**src/rtl/ecp_cmd_pkg.sv**
```systemverilog
package ecp_cmd_pkg;
  typedef enum logic [1:0] {
    CK_NONE  = 2'd0,
    CK_ADDR  = 2'd1,
    CK_COUNT = 2'd2
  } cmd_kind_e;
endpackage

```
**src/rtl/ecp_rst_sync.sv**
```systemverilog
module ecp_rst_sync (
  input  logic clk,
  input  logic rst_n,
  output logic rst_n_sync
);
  logic [1:0] sync_q;

  always_ff @(posedge clk or negedge rst_n) begin
    if (!rst_n) sync_q <= 2'b00;
    else        sync_q <= {sync_q[0], 1'b1};
  end

  assign rst_n_sync = sync_q[1];
endmodule

```
**src/rtl/ecp_cmd_classify.sv**
```systemverilog
module ecp_cmd_classify
  import ecp_cmd_pkg::*;
#(
  parameter int BYTE_W = 8,
  localparam int CODE_W = BYTE_W - 1
) (
  input  logic              valid,
  input  logic [BYTE_W-1:0] cmd,
  output cmd_kind_e         kind,
  output logic [CODE_W-1:0] payload
);
  always_comb begin
    if (!valid)             kind = CK_NONE;
    else if (cmd[BYTE_W-1]) kind = CK_ADDR;
    else                    kind = CK_COUNT;
  end

  assign payload = cmd[CODE_W-1:0];
endmodule

```
**src/rtl/ecp_addr_slot.sv**
```systemverilog
module ecp_addr_slot #(
  parameter int CODE_W = 7
) (
  input  logic              clk,
  input  logic              rst_n,
  input  logic              load_en,
  input  logic [CODE_W-1:0] load_val,
  input  logic              ack,
  output logic              pend,
  output logic [CODE_W-1:0] addr
);
  logic pend_q, pend_d;
  logic [CODE_W-1:0] addr_q;

  always_comb begin
    pend_d = pend_q;
    if (load_en)  pend_d = 1'b1;
    else if (ack) pend_d = 1'b0;
  end

  always_ff @(posedge clk or negedge rst_n) begin
    if (!rst_n) pend_q <= 1'b0;
    else        pend_q <= pend_d;
  end

  always_ff @(posedge clk or negedge rst_n) begin
    if (!rst_n)       addr_q <= '0;
    else if (load_en) addr_q <= load_val;
  end

  assign pend = pend_q;
  assign addr = addr_q;
endmodule

```
**src/rtl/ecp_run_tracker.sv**
```systemverilog
module ecp_run_tracker #(
  parameter int CODE_W = 7
) (
  input  logic              clk,
  input  logic              rst_n,
  input  logic              load_en,
  input  logic [CODE_W-1:0] load_val,
  input  logic              copy_fire,
  output logic              last_copy
);
  logic [CODE_W-1:0] code_q;
  logic              code_vld_q, code_vld_d;
  logic [CODE_W-1:0] cpy_q, cpy_d;
  logic [CODE_W-1:0] limit;

  assign limit     = code_vld_q ? code_q : '0;
  assign last_copy = (cpy_q == limit);

  always_comb begin
    code_vld_d = code_vld_q;
    cpy_d      = cpy_q;
    if (copy_fire) begin
      if (last_copy) begin
        cpy_d      = '0;
        code_vld_d = 1'b0;
      end else begin
        cpy_d = cpy_q + 1'b1;
      end
    end
    if (load_en) code_vld_d = 1'b1;
  end

  always_ff @(posedge clk or negedge rst_n) begin
    if (!rst_n)       code_q <= '0;
    else if (load_en) code_q <= load_val;
  end

  always_ff @(posedge clk or negedge rst_n) begin
    if (!rst_n) begin
      code_vld_q <= 1'b0;
      cpy_q      <= '0;
    end else begin
      code_vld_q <= code_vld_d;
      cpy_q      <= cpy_d;
    end
  end
endmodule

```
**src/rtl/ecp_cmd_decoder.sv**
```systemverilog
module ecp_cmd_decoder
  import ecp_cmd_pkg::*;
#(
  parameter int BYTE_W = 8
) (
  input  logic              clk,
  input  logic              rst_n,
  input  logic              cmd_valid,
  output logic              cmd_ready,
  input  logic [BYTE_W-1:0] cmd_byte,
  input  logic              data_valid,
  output logic              data_ready,
  input  logic [BYTE_W-1:0] data_byte,
  output logic              out_valid,
  input  logic              out_ready,
  output logic [BYTE_W-1:0] out_byte,
  output logic              out_is_addr
);
  localparam int CODE_W = BYTE_W - 1;

  logic              rst_ni;
  cmd_kind_e         kind;
  logic [CODE_W-1:0] payload;
  logic              cmd_fire, addr_load, code_load;
  logic              addr_pend;
  logic [CODE_W-1:0] addr_val;
  logic              show, last_copy, copy_fire;
  logic              lock_q, lock_d;

  ecp_rst_sync u_rst (.clk(clk), .rst_n(rst_n), .rst_n_sync(rst_ni));

  ecp_cmd_classify #(.BYTE_W(BYTE_W)) u_cls (
    .valid(cmd_valid), .cmd(cmd_byte), .kind(kind), .payload(payload)
  );

  assign cmd_ready = ~addr_pend & ~lock_q;
  assign cmd_fire  = cmd_valid & cmd_ready;
  assign addr_load = cmd_fire & (kind == CK_ADDR);
  assign code_load = cmd_fire & (kind == CK_COUNT);

  ecp_addr_slot #(.CODE_W(CODE_W)) u_addr (
    .clk(clk), .rst_n(rst_ni), .load_en(addr_load), .load_val(payload),
    .ack(out_ready), .pend(addr_pend), .addr(addr_val)
  );

  assign show      = ~addr_pend & data_valid & (lock_q | ~cmd_valid);
  assign copy_fire = show & out_ready;

  ecp_run_tracker #(.CODE_W(CODE_W)) u_run (
    .clk(clk), .rst_n(rst_ni), .load_en(code_load), .load_val(payload),
    .copy_fire(copy_fire), .last_copy(last_copy)
  );

  assign lock_d = show & ~(out_ready & last_copy);

  always_ff @(posedge clk or negedge rst_ni) begin
    if (!rst_ni) lock_q <= 1'b0;
    else         lock_q <= lock_d;
  end

  assign data_ready  = copy_fire & last_copy;
  assign out_valid   = addr_pend | show;
  assign out_is_addr = addr_pend;
  assign out_byte    = addr_pend ? {1'b0, addr_val} : data_byte;
endmodule

```
**config.mk**
```make
export PLATFORM = sky130hd
export DESIGN_NAME = ecp_cmd_decoder
export DESIGN_NICKNAME = d
export VERILOG_FILES = /design/src/rtl/ecp_cmd_pkg.sv /design/src/rtl/ecp_rst_sync.sv /design/src/rtl/ecp_cmd_classify.sv /design/src/rtl/ecp_addr_slot.sv /design/src/rtl/ecp_run_tracker.sv /design/src/rtl/ecp_cmd_decoder.sv
export SDC_FILE = /design/constraint.sdc
export NUM_CORES = 1
export LEC_CHECK = 0
export BUFFER_PORTS_ARGS = -buffer_cell sky130_fd_sc_hd__buf_2
export CAP_MARGIN = 15
export CORE_UTILIZATION = 40
export CTS_CLUSTER_SIZE = 8
export DETAILED_ROUTE_END_ITERATION = 12
export GPL_TIMING_DRIVEN = 1
export PLACE_DENSITY = 0.73
export SLEW_MARGIN = 20
export SYNTH_ARGS = -nofsm -noshare
export SYNTH_HDL_FRONTEND = slang
export SYNTH_SLANG_ARGS = --single-unit
```
**constraint.sdc**
```tcl
create_clock -name clk -period 1.9 [get_ports clk]
set_input_delay 0.38 -clock clk [delete_from_list [all_inputs] [get_ports clk]]
set_output_delay 0.38 -clock clk [all_outputs]
set_load 0.01 [all_outputs]
```
# After elaboration in Yosys (flattened, before gate mapping)
# Index checks and enable logic that the tools add are counted.
# W data, S select, Z words.
[totals] mem_bits_rw=0 mem_bits_ro=0 word_cells=41 regBits=26 latch_bits=0 mem_count=0 input_bits=21 out_inout_bits=12
[classes] n_eq_ne=3 mux=10 div_mod_pow=0 n_mul=0 order_cmp=0 n_bitwise=16 addsub=1 reduce_logical=4 shift=0
[ops] op="$mux W7" n=2
[ops] op="$and A1 B1 Y1" n=10
[ops] op="$mux W8" n=1
[ops] op="$add A7 B1 Y7 const B" n=1
[ops] op="$eq A7 B7 Y1" n=1
[ops] op="$reduce_bool A2 Y1" n=3
[ops] op="$mux W1" n=5
[ops] op="$mux W2" n=2
[ops] op="$not A1 Y1" n=4
[ops] op="$eq A2 B1 Y1 const B" n=1
[ops] op="$eq A2 B2 Y1 const B" n=1
[ops] op="$or A1 B1 Y1" n=2
[ops] op="$reduce_and A2 Y1" n=1

# Depth between registers and ports, before layout
# Gate-level depths: netlist of the first run.
[logic_depth] ltp_word=6 mapped_depth=6 ltp_nobuf=5

# By module
# From an unflattened synthesis of the first run, not the netlist that was laid out.
[hier_totals] hier_cells=128 area_unflattened_um2=1466.4
[by_module_without_submodules] mod="ecp_run_tracker" n_inst=1 area_each_um2=812.0 cells_per_inst=77
[by_module_without_submodules] mod="ecp_addr_slot" n_inst=1 area_each_um2=329.1 cells_per_inst=18
[by_module_without_submodules] mod="ecp_cmd_decoder" n_inst=1 area_each_um2=202.7 cells_per_inst=21
[by_module_without_submodules] mod="ecp_cmd_classify" n_inst=1 area_each_um2=68.8 cells_per_inst=9
[by_module_without_submodules] mod="ecp_rst_sync" n_inst=1 area_each_um2=53.8 cells_per_inst=3

# Worst setup path after synthesis of the first run
# No wires, ideal clock.
[synth_path] path_type="reg-to-output" start="reg u_addr.pend_q (netlist: u_addr.pend)" end="out data_ready" path_stages_with_launch=4 path_buffers=1 slack_ns=0.280 t_arrival_ns=1.240 path_cell_list="dfrtp_1 -> or3_1 -> buf_6 -> nor3_4"
[synth_between] elab_chain_len=5
[synth_lines] element="start, declared" line_no="ecp_addr_slot.sv:12" rtl="logic pend_q, pend_d;"
[synth_lines] element="start signal, assigned" line_no="ecp_addr_slot.sv:23" rtl="else pend_q <= pend_d;"
[synth_lines] element="$not A1 Y1" line_no="ecp_cmd_decoder.sv:46" rtl="assign show = ~addr_pend & data_valid & (lock_q | ~cmd_valid);"
[synth_lines] element="$and A1 B1 Y1 (2 in a row)" line_no="ecp_cmd_decoder.sv:46"
[synth_lines] element="$and A1 B1 Y1" line_no="ecp_cmd_decoder.sv:47" rtl="assign copy_fire = show & out_ready;"
[synth_lines] element="$and A1 B1 Y1" line_no="ecp_cmd_decoder.sv:61" rtl="assign data_ready = copy_fire & last_copy;"
[synth_lines] element="end, declared" line_no="ecp_cmd_decoder.sv:12" rtl="output logic data_ready,"
# Every way passes these cells.

# Final worst setup path of the first run
[layout_path] start="reg u_run.code_vld_q" end="out data_ready"
[layout_between] elab_chain_len=3
[layout_lines] element="start, declared" line_no="ecp_run_tracker.sv:12" rtl="logic code_vld_q, code_vld_d;"
[layout_lines] element="start signal, assigned" line_no="ecp_run_tracker.sv:43" rtl="code_vld_q <= code_vld_d;"
[layout_lines] element="$mux W7" line_no="ecp_run_tracker.sv:16" rtl="assign limit = code_vld_q ? code_q : '0;"
[layout_lines] element="$eq A7 B7 Y1" line_no="ecp_run_tracker.sv:17" rtl="assign last_copy = (cpy_q == limit);"
[layout_lines] element="$and A1 B1 Y1" line_no="ecp_cmd_decoder.sv:61"
# Every way passes these cells.

==> results.md, run 1 <==
* Worst-Margin Slew at 0.548 ns
* Setup crit end kind: output port
* Finish-stage setup viols at 1
* Fin util at 55.9%
* Number of distinct library cells after synthesis at 33
* Post-synthesis net count at 138
* Max Clk Rate at 505 MHz
* Synth Warn # at 0
* Cells after Synth at 116
* Clock transition at path regs at 0.14 ns
* Antenna Nets Post-Route at 0
* Critical path peak fanout at 5
* Final critical-path setup slack at -0.0810 ns
* Core area at 3130 sq um
* Sequential share of the synthesized area at 47.8%
* PwrDens at 1070 nW/um^2
* I/O Pins at 33
* Worst endpoint required time at 1.52 ns
* Leading cell types by count after synthesis: 26 x dfrtp_1, 21 x mux2_2, 8 x o22ai_1, 5 x nand2_1, 5 x nand3_1
* Post-DP HPWL at 2190 um
* Post-layout net count at 184
* Final Instance Area at 1750 sq um
* Layout Skew at 0.00182 ns
* Place WS at 0.142 ns
* Clk root buf: clkbuf_4
* Met3 usage at 2.56%
* Biggest area consumer among synthesized cells: dfrtp_1
* Vias per cell at 5.28
* Clock latency on the worst-skew pair at 0.32 ns
* Largest net degree at the start of global routing at 25
* Setup TNS at -0.0810 ns
* Status: finished with violations
* Peak VDD IR at 356 uV
* Placer congestion estimate at 0.826
* R2R setup slack at 0.23 ns
* TritonCTS clock tree: built
* GR peak layer: met2
* WL final at 3090 um
* Placed insts at 192
* Vias in the first global route at 1069
* Register area at 656 sq um
* Worst Hold Class: flop to asynchronous set/reset pin
* Yosys reg bits at 26
* Initial antenna violation count at 0
* Avg Cell Area, Syn at 11.7 sq um
* Max Root-Sink Buffers at 2
* Drt first pass iters at 4
* WS Path Type: flop to output port
* Post-synthesis cell area at 1360 sq um
* Post-synth ARST share at 100%
* Die X-Extent at 60.3 um
* Global route total overflow at 0
* Effective utilization at floorplan at 43.5%
* Failing checks: setup timing
* Post-synth top area share at 47.8%
* Placed cell areas at 1580 sq um
* # fillers at 276
* Antenna cell count at 0
* Met1 usage at 20.6%
* Static Leak at 0.000785 uW
* Synth area leaders: dfrtp_1 48%, mux2_2 17%, o22ai_1 3.7%
* Gr usage total at 17.9%
* Die Area at 3640 sq um
* Row count at 20
* Area of the multi-input gates at 707 sq um
* Non-filler cells, final at 205
* CP arrival at 1.60 ns
* Max Transition Viols Final at 0
* Final period util at 104%
* Max-slew headroom at 63.2%
* Synth Flop Type: dfrtp_1
* Area Overhead vs Synth at 28.5%
* Starting DRT DRC Count at 39
* TritonCTS Buffers at 3
* Vias at 1082
* Maxcap violations at 0
* IO buf count at 32
* First-pass GRT wire length at 4790 um
* Startpoint types: flop
* Final min period at 1.98 ns
* Final Hold Viols at 0
* Most numerous cell in the Yosys netlist: dfrtp_1
* CTS H-Tree Depth at 1
* Number of synthesized flops with an enable pin at 0
* RSZ-0062 raised after global routing: true
* Routed length per instance at 15.1 um
* Residual DRC count at 0
* CTS sink count at 26
* Layout cell share with drive strength beyond 1 at 55.9%
* Met2 Track Usage GR at 33.0%
* Die H at 60.3 um
## per-stage QoR
step           hold slack, ns  total power (uW)
2_1_floorplan          0.0844              1220
3_3_place_gp            0.164              1340
3_5_place_dp            0.170              1380
4_1_cts                 0.260              1840
5_1_grt                 0.270              1980
6_report                0.255              1870
## power breakdown
group / internal [uW] / switching [uW] / leakage, uW / total (uW)
combinational: 345 / 292 / 0.000447 / 638
clock: 213 / 165 / 0.0000279 / 378
sequential: 691 / 159 / 0.000311 / 851
total: 1250 / 617 / 0.000785 / 1870
## final timing paths
path,start,end,cells past startpoint
worst max-delay path,u_run.code_vld_q,data_ready,6
worst min-delay path,u_rst.sync_q[1],u_run.cpy_q[3],1
worst max register to register,u_addr.pend,u_addr.addr[4],4
worst min register to register,u_rst.sync_q[1],u_run.cpy_q[3],1
max in group asynchronous,u_rst.sync_q[1],u_addr.pend,1
min in group clk,data_valid,lock_q,3
## state kept, by name, summed over array words and instances, names as in the netlist
register	flops
u_addr.addr	7
u_run.code_q	7
u_run.cpy_q	7
u_rst.sync_q	2
lock_q	1
u_addr.pend	1
u_run.code_vld_q	1
## routing by layer
metal	part of all wire, %	routed length (um)	vias up
li1	-	-	516
met1	39	1210	541
met2	57	1760	23
met3	3.2	98	2
met4	0.87	27	0
met5	0	0	-
## cell usage in the layout, fill, tap and decap left out, types with 2 or more instances in the layout
master,instances
o21ai_2,2
nor3_1,2
o22ai_2,4
mux2_2,21
or3_1,3
buf_2,32
nor3_2,3
dfrtp_2,4
buf_6,2
or2_2,2
o31ai_1,2
o22ai_1,5
nor2_1,3
nand3_1,5
o21ai_1,2
xor2_1,3
o21a_1,3
nand4b_1,3
inv_1,2
o21ai_0,4
buf_4,10
clkbuf_4,3
dfrtp_1,22
nand2_1,4
## critical path, cell delays in order (launching register included)
cell,delay [ns]
dfrtp_2,0.42
buf_6,0.12
nand4b_1,0.13
o22ai_2,0.21
o22ai_2,0.12
nor3_4,0.13
buf_2,0.16
## cell type report
cell class / count / area share (%)
clock inverters: 1 / 1.72
inverters: 3 / 0.644
multi-input cells: 83 / 40.4
repair buffers: 45 / 15.3
well taps: 44 / 3.15
clock buffers: 3 / 1.29
flip-flops and latches: 26 / 37.5
## kinds of logic (layout without fill, tap and decap cells)
kind of cell | Yosys count | after routing | synth area share (%)
buffers and inverters | 7 | 52 | 3.12
DFF | 26 | 26 | 47.8
adders and majority gates | 1 | 1 | 0.919
other | 1 | 1 | 0.275
muxes | 21 | 21 | 17.4
AOI/OAI and AO/OA | 24 | 24 | 12.8
and+or+nand+nor | 32 | 32 | 15.2
xor gates and xnor gates | 4 | 4 | 2.57
## timing repair
action / 4_1_cts / 5_1_grt
pin swaps: 2 / 1
endpoints found under the setup margin: 7 / 1
resized for setup: 8 / 7
endpoints found under the hold margin: 2 / 0
setup buffers: 8 / 0
hold buffers: 1 / 0
No activity file was read; power rests on OpenSTA's default activity.
==> inputs of run 2 (changes only) <==
Settings changed: PLACE_DENSITY 0.73 to default.
==> run 2 against run 1 <==
Net effect:
- the flow still finishes with violations (setup timing)
- die area is the same
- sequential share of layout area grew 1.0 points
- global-route usage shrank 1.0 points
- design area shrank 3.1%
- register-to-register slack gained 0.06 ns
- count of clock-buffer cells in the layout grew 1
- flip-flop and latch count is the same
- highest routed layer unchanged
- combinational power shrank 12%
- maximum frequency shrank 2.3%
- clock power shrank 26%
- first-iteration DRC count shrank 51%
- critical path depth shrank 3
==> results.md, run 2 (same netlist as run 1, synthesis figures left out) <==
* Status: finished with violations
* Failing checks: setup timing
* Placer congestion estimate at 0.801 (-3.0%)
* Peak VDD IR at 419 uV (+18%)
* Max Root-Sink Buffers at 2 (unchanged)
* Max-slew headroom at 65.4% (+2.1 points)
* Finish-stage setup viols at 1 (unchanged)
* Final period util at 107% (+2.4 points)
* PwrDens at 1000 nW/um^2 (-6.3%)
* Vias per cell at 5.12 (-2.9%)
* Worst endpoint required time at 1.52 ns (about the same)
* Routed length per instance at 13.4 um (-11%)
* Final min period at 2.03 ns (+0.0461 ns)
* Die Area at 3640 sq um (unchanged)
* Layout cell share with drive strength beyond 1 at 52.5% (-3.4 points)
* Hold WS at 0.219 ns (-0.0359 ns)
* Max Transition Viols Final at 0 (unchanged)
* Startpoint types: flop
* TritonCTS Buffers at 3 (unchanged)
* TritonCTS clock tree: built
* Clock transition at path regs at 0.14 ns (about the same)
* Setup crit end kind: output port
* Die X-Extent at 60.3 um (unchanged)
* Effective utilization at floorplan at 43.5% (unchanged)
* Vias at 1045 (-3.4%)
* Starting DRT DRC Count at 19 (-51%)
* CTS H-Tree Depth at 1 (unchanged)
* Gr usage total at 16.9% (-1.0 points)
* Final Hold Viols at 0 (unchanged)
* Critical path peak fanout at 9 (+4)
* Reg2reg path depth at 4 (unchanged)
* Post-DP HPWL at 2040 um (-7.1%)
* Residual DRC count at 0 (unchanged)
* Largest net degree at the start of global routing at 15 (-40%)
* WL final at 2740 um (-11%)
* Core area at 3130 sq um (unchanged)
* Commonest cells after routing, fill and taps aside: 32 x buf_2, 24 x dfrtp_1, 21 x mux2_2
* RSZ-0062 raised after global routing: true
* WS Path Type: flop to output port
* Initial antenna violation count at 0 (unchanged)
* Antenna Nets Post-Route at 0 (unchanged)
* Antenna cell count at 0 (unchanged)
* Clock latency on the worst-skew pair at 0.32 ns (about the same)
* I/O Pins at 33 (unchanged)
* Final critical-path setup slack at -0.127 ns (-0.0461 ns)
* CP arrival at 1.65 ns (+0.05 ns)
* Layout Skew at 0.00223 ns (+0.000411 ns)
* Die H at 60.3 um (unchanged)
* Post-layout net count at 183 (-0.54%)
* First-pass GRT wire length at 4490 um (-6.2%)
* Global route total overflow at 0 (unchanged)
* Tot Pwr at 1700 uW (-9.2%)
* CTS sink count at 26 (unchanged)
* Most common cell after layout, fill and taps aside: buf_2
* Place WS at 0.112 ns (-0.0309 ns)
* IO buf count at 32 (unchanged)
* Clk root buf: clkbuf_4
* Worst Hold Class: flop to asynchronous set/reset pin
* Maxcap violations at 0 (unchanged)
* Area Overhead vs Synth at 24.5%
* Vias in the first global route at 976 (-8.7%)
* # fillers at 286 (+3.6%)
* Worst-Margin Slew at 0.520 ns (-0.0280 ns)
* Row count at 20 (unchanged)
* Max Clk Rate at 493 MHz (-2.3%)
* Static Leak at 0.000767 uW (-2.3%)
* Drt first pass iters at 4 (unchanged)
-- run 2: changes by cell type in the layout (fill, tap and decap cells not counted), moves of 2 or more --
| cell | before | now |
|---|---|---|
| buf_6 | 2 | 0 |
| o22ai_1 | 5 | 7 |
| o22ai_2 | 4 | 2 |
| dfrtp_2 | 4 | 2 |
| dfrtp_1 | 22 | 24 |
-- run 2: layout make-up --
cell class	count	area [sq um]	area share (%)
multi-input cells	83	687	40.5
flip-flops and latches	26	653	38.5
repair buffers	44	253	14.9
well taps	44	55.1	3.25
clock buffers	4	36.3	2.14
inverters	3	11.3	0.664
-- run 2: path summary, 6_finish.rpt --
check                                startpoint  slack, ns        endpoint
worst min-delay path            u_rst.sync_q[1]       0.22  u_run.cpy_q[6]
worst max-delay path                u_addr.pend      -0.13      data_ready
worst max register to register      u_addr.pend       0.29  u_run.cpy_q[5]
worst min register to register  u_rst.sync_q[1]       0.22  u_run.cpy_q[6]
max in group asynchronous       u_rst.sync_q[1]       1.10     u_addr.pend
min in group clk                     data_valid       0.29          lock_q
-- run 2: metrics by stage --
| step | cells | area (sq um) | util (%) | setup TNS [ns] |
|---|---|---|---|---|
| after floorplan | 116 | 1360 | - | 0 |
| after global placement | 193 | 1580 | 50.6 | 0 |
| after detailed placement | 193 | 1580 | 50.6 | 0 |
| after CTS | 203 | 1670 | 53.4 | -0.166 |
| after global routing | 204 | 1700 | 54.2 | -0.340 |
| final | 204 | 1700 | 54.2 | -0.127 |
-- run 2: timing repair --
action	in CTS	in global routing
setup endpoints to repair	6	6
gates cloned	0	0
endpoints found under the hold margin	2	0
buffers inserted	5	1
hold buffers	1	0
resized for setup	3	4
pin swaps	3	0
-- run 2: worst max-delay path, stage by stage, from the launching register on --
cell	delay, ns
dfrtp_2	0.50
or3_1	0.46
nor3_4	0.21
buf_2	0.16
-- run 2: report_power, final --
| part | total [uW] | switching [uW] | internal, uW |
|---|---|---|---|
| logic | 559 | 247 | 313 |
| registers | 856 | 165 | 692 |
| clock network | 279 | 162 | 117 |
| total | 1700 | 574 | 1120 |
-- run 2: routing by layer --
| layer | global-route usage, % | vias up | share of wire, % |
|---|---|---|---|
| li1 | - | 509 | - |
| met3 | 1.92 | 4 | 4.2 |
| met5 | 0 | - | 0 |
| met1 | 22.8 | 499 | 45 |
| met2 | 27.8 | 33 | 49 |
| met4 | 6.98 | 0 | 2.1 |
==> inputs of run 3 (changes only) <==
Settings changed: PLACE_DENSITY from default to 0.72.
Clock period 1.9 ns to 1.7 ns, I/O delays scaled along.
==> run 3 against run 2 <==
Net effect:
- the run still ends with setup timing left
- global-route usage increased by 0.44 points
- cell count down 0.49%
- worst hold slack improved by 0.0062 ns
- critical path depth grew 2
==> results.md, run 3 (same netlist as run 1, synthesis figures left out) <==
* Placed insts at 196 (+1.6%)
* IO buf count at 32 (unchanged)
* # fillers at 257 (-10%)
* Most frequent CP cell: o22ai_2
* Routed length per instance at 15.3 um (+13%)
* Setup crit end kind: output port
* Largest net degree at the start of global routing at 25 (+10)
* Crit-path cells: nand4b_1 -> o22ai_2 -> o22ai_2 -> nor3_4 -> buf_2
* Post-DP HPWL at 2150 um (+5.7%)
* Vias in the first global route at 1024 (+4.9%)
* Initial antenna violation count at 0 (unchanged)
* Final Hold Viols at 0 (unchanged)
* Startpoint types: flop
* Non-filler cells, final at 203 (-0.49%)
* Vias at 1085 (+3.8%)
* Failing checks: setup timing
* R2R setup slack at 0.06 ns (-0.23 ns)
* Clk root buf: clkbuf_4
* Max Transition Viols Final at 0 (unchanged)
* Drt first pass iters at 4 (unchanged)
* Residual DRC count at 0 (unchanged)
* Max Root-Sink Buffers at 2 (unchanged)
* Placer congestion estimate at 0.831 (+3.7%)
* Peak VDD IR at 418 uV (-0.23%)
* Row count at 20 (unchanged)
* PwrDens at 1180 nW/um^2 (+18%)
* Vias per cell at 5.34 (+4.3%)
* Global route total overflow at 0 (unchanged)
* I/O Pins at 33 (unchanged)
* Most common cell after layout, fill and taps aside: buf_2
* Slowest stage cell, crit path: dfrtp_1
* CTS sink count at 26 (unchanged)
* WL final at 3100 um (+13%)
* First-pass GRT wire length at 4640 um (+3.2%)
* Clock transition at path regs at 0.15 ns (about the same)
* Die H at 60.3 um (unchanged)
* Finish-stage setup viols at 2 (+1)
* TritonCTS clock tree: built
* Antenna Nets Post-Route at 0 (unchanged)
* TritonCTS Buffers at 3 (unchanged)
* Effective utilization at floorplan at 43.5% (unchanged)
* Layout Skew at 0.00757 ns (+0.00534 ns)
* Max Clk Rate at 505 MHz
* Die X-Extent at 60.3 um (unchanged)
* Critical path peak fanout at 4 (-5)
* Setup TNS at -0.284 ns (-0.157 ns)
* Area of the multi-input gates at 722 sq um (+5.1%)
* Post-layout net count at 182 (-0.55%)
* CP startpoint: u_run.code_q[2]
* Antenna cell count at 0 (unchanged)
* Layout cell share with drive strength beyond 1 at 54.7% (+2.2 points)
* CP peak stage delay at 0.45 ns (-0.05 ns)
* Final period util at 117%
* Die Area at 3640 sq um (unchanged)
* Clock latency on the worst-skew pair at 0.33 ns (about the same)
* RSZ-0062 raised after global routing: true
* Register area at 657 sq um (+0.57%)
* CP arrival at 1.64 ns (about the same)
* FF-to-FF Start: u_addr.pend
* Gr usage total at 17.4% (+0.44 points)
* WS Path Type: flop to output port
* Maxcap violations at 0 (unchanged)
* Final min period at 1.98 ns
* Commonest cells after routing, fill and taps aside: 25 x buf_2, 21 x dfrtp_1, 14 x mux2_2
* Final critical-path setup slack at -0.282 ns (-0.155 ns)
* Core area at 3130 sq um (unchanged)
* CTS H-Tree Depth at 1 (unchanged)
* Area Overhead vs Synth at 32.1%
* Static Leak at 0.000814 uW (+6.1%)
* Status: finished with violations
* Worst Hold Class: flop to asynchronous set/reset pin
* Starting DRT DRC Count at 24 (+5)
* Worst endpoint required time at 1.36 ns (-0.16 ns)
* Reg2reg path depth at 4 (unchanged)
* RR Endpoint: u_run.cpy_q[5]
[run 3: cell types whose count changed in the layout (fill, tap and decap cells not counted), sizes merged]
cell	previous run	this run
buf	43	42
clkbuf	4	3
bufinv	0	1
[run 3: repair_timing]
item	4_1_cts	5_1_grt
hold endpoints to repair	2	0
resized for setup	8	20
endpoints found under the setup margin	8	10
setup buffers	3	2
pin swaps	2	1
hold buffers	1	0
[run 3: critical path: cells and delay by family, from the launching register on]
family | cells | cell delay [ns]
AO/OA/AOI/OAI | 2 | 0.33
AND/OR/NAND/NOR | 2 | 0.38
buffers and inverters | 1 | 0.16
flip-flops | 1 | 0.45
[run 3: power breakdown]
| part | internal, uW | switching (uW) |
|---|---|---|
| Sequential | 777 | 185 |
| Clock | 239 | 188 |
| Combinational | 414 | 314 |
| Total | 1430 | 687 |
[run 3: worst max-delay path by stage]
stage,endpoint,slack [ns],depth (start not counted)
after detailed placement,u_run.cpy_q[6],0.03,7
after floorplan,data_ready,0.12,3
after CTS,data_ready,-0.26,5
final,data_ready,-0.28,5
after global placement,data_ready,0.07,6
after global routing,data_ready,-0.35,5
[run 3: cell type report]
cell class,instances,area share [%]
Clock inverter,1,1.67
Sequential cell,26,36.5
Multi-Input combinational cell,83,40.2
Tap cell,44,3.06
Clock buffer,3,1.25
Inverter,3,0.626
Timing Repair Buffer,43,16.7
[run 3: routing by layer]
layer | part of all wire [%] | track usage (%) | vias up
met3 | 2.9 | 1.49 | 7
li1 | - | - | 510
met4 | 2.3 | 8.64 | 0
met5 | 0 | 0 | -
met1 | 39 | 21.4 | 540
met2 | 55 | 30.5 | 28
[run 3: through the flow]
| step | utilization, % | hold WS (ns) | power [uW] | area (sq um) | worst slack [ns] |
|---|---|---|---|---|---|
| after floorplan | - | 0.0444 | 1360 | 1360 | 0.120 |
| after global placement | 51.3 | 0.124 | 1540 | 1610 | 0.0724 |
| after detailed placement | 51.3 | 0.125 | 1570 | 1610 | 0.0257 |
| after CTS | 54.8 | 0.236 | 2040 | 1720 | -0.258 |
| after global routing | 57.5 | 0.227 | 2240 | 1800 | -0.350 |
| final | 57.5 | 0.225 | 2120 | 1800 | -0.282 |
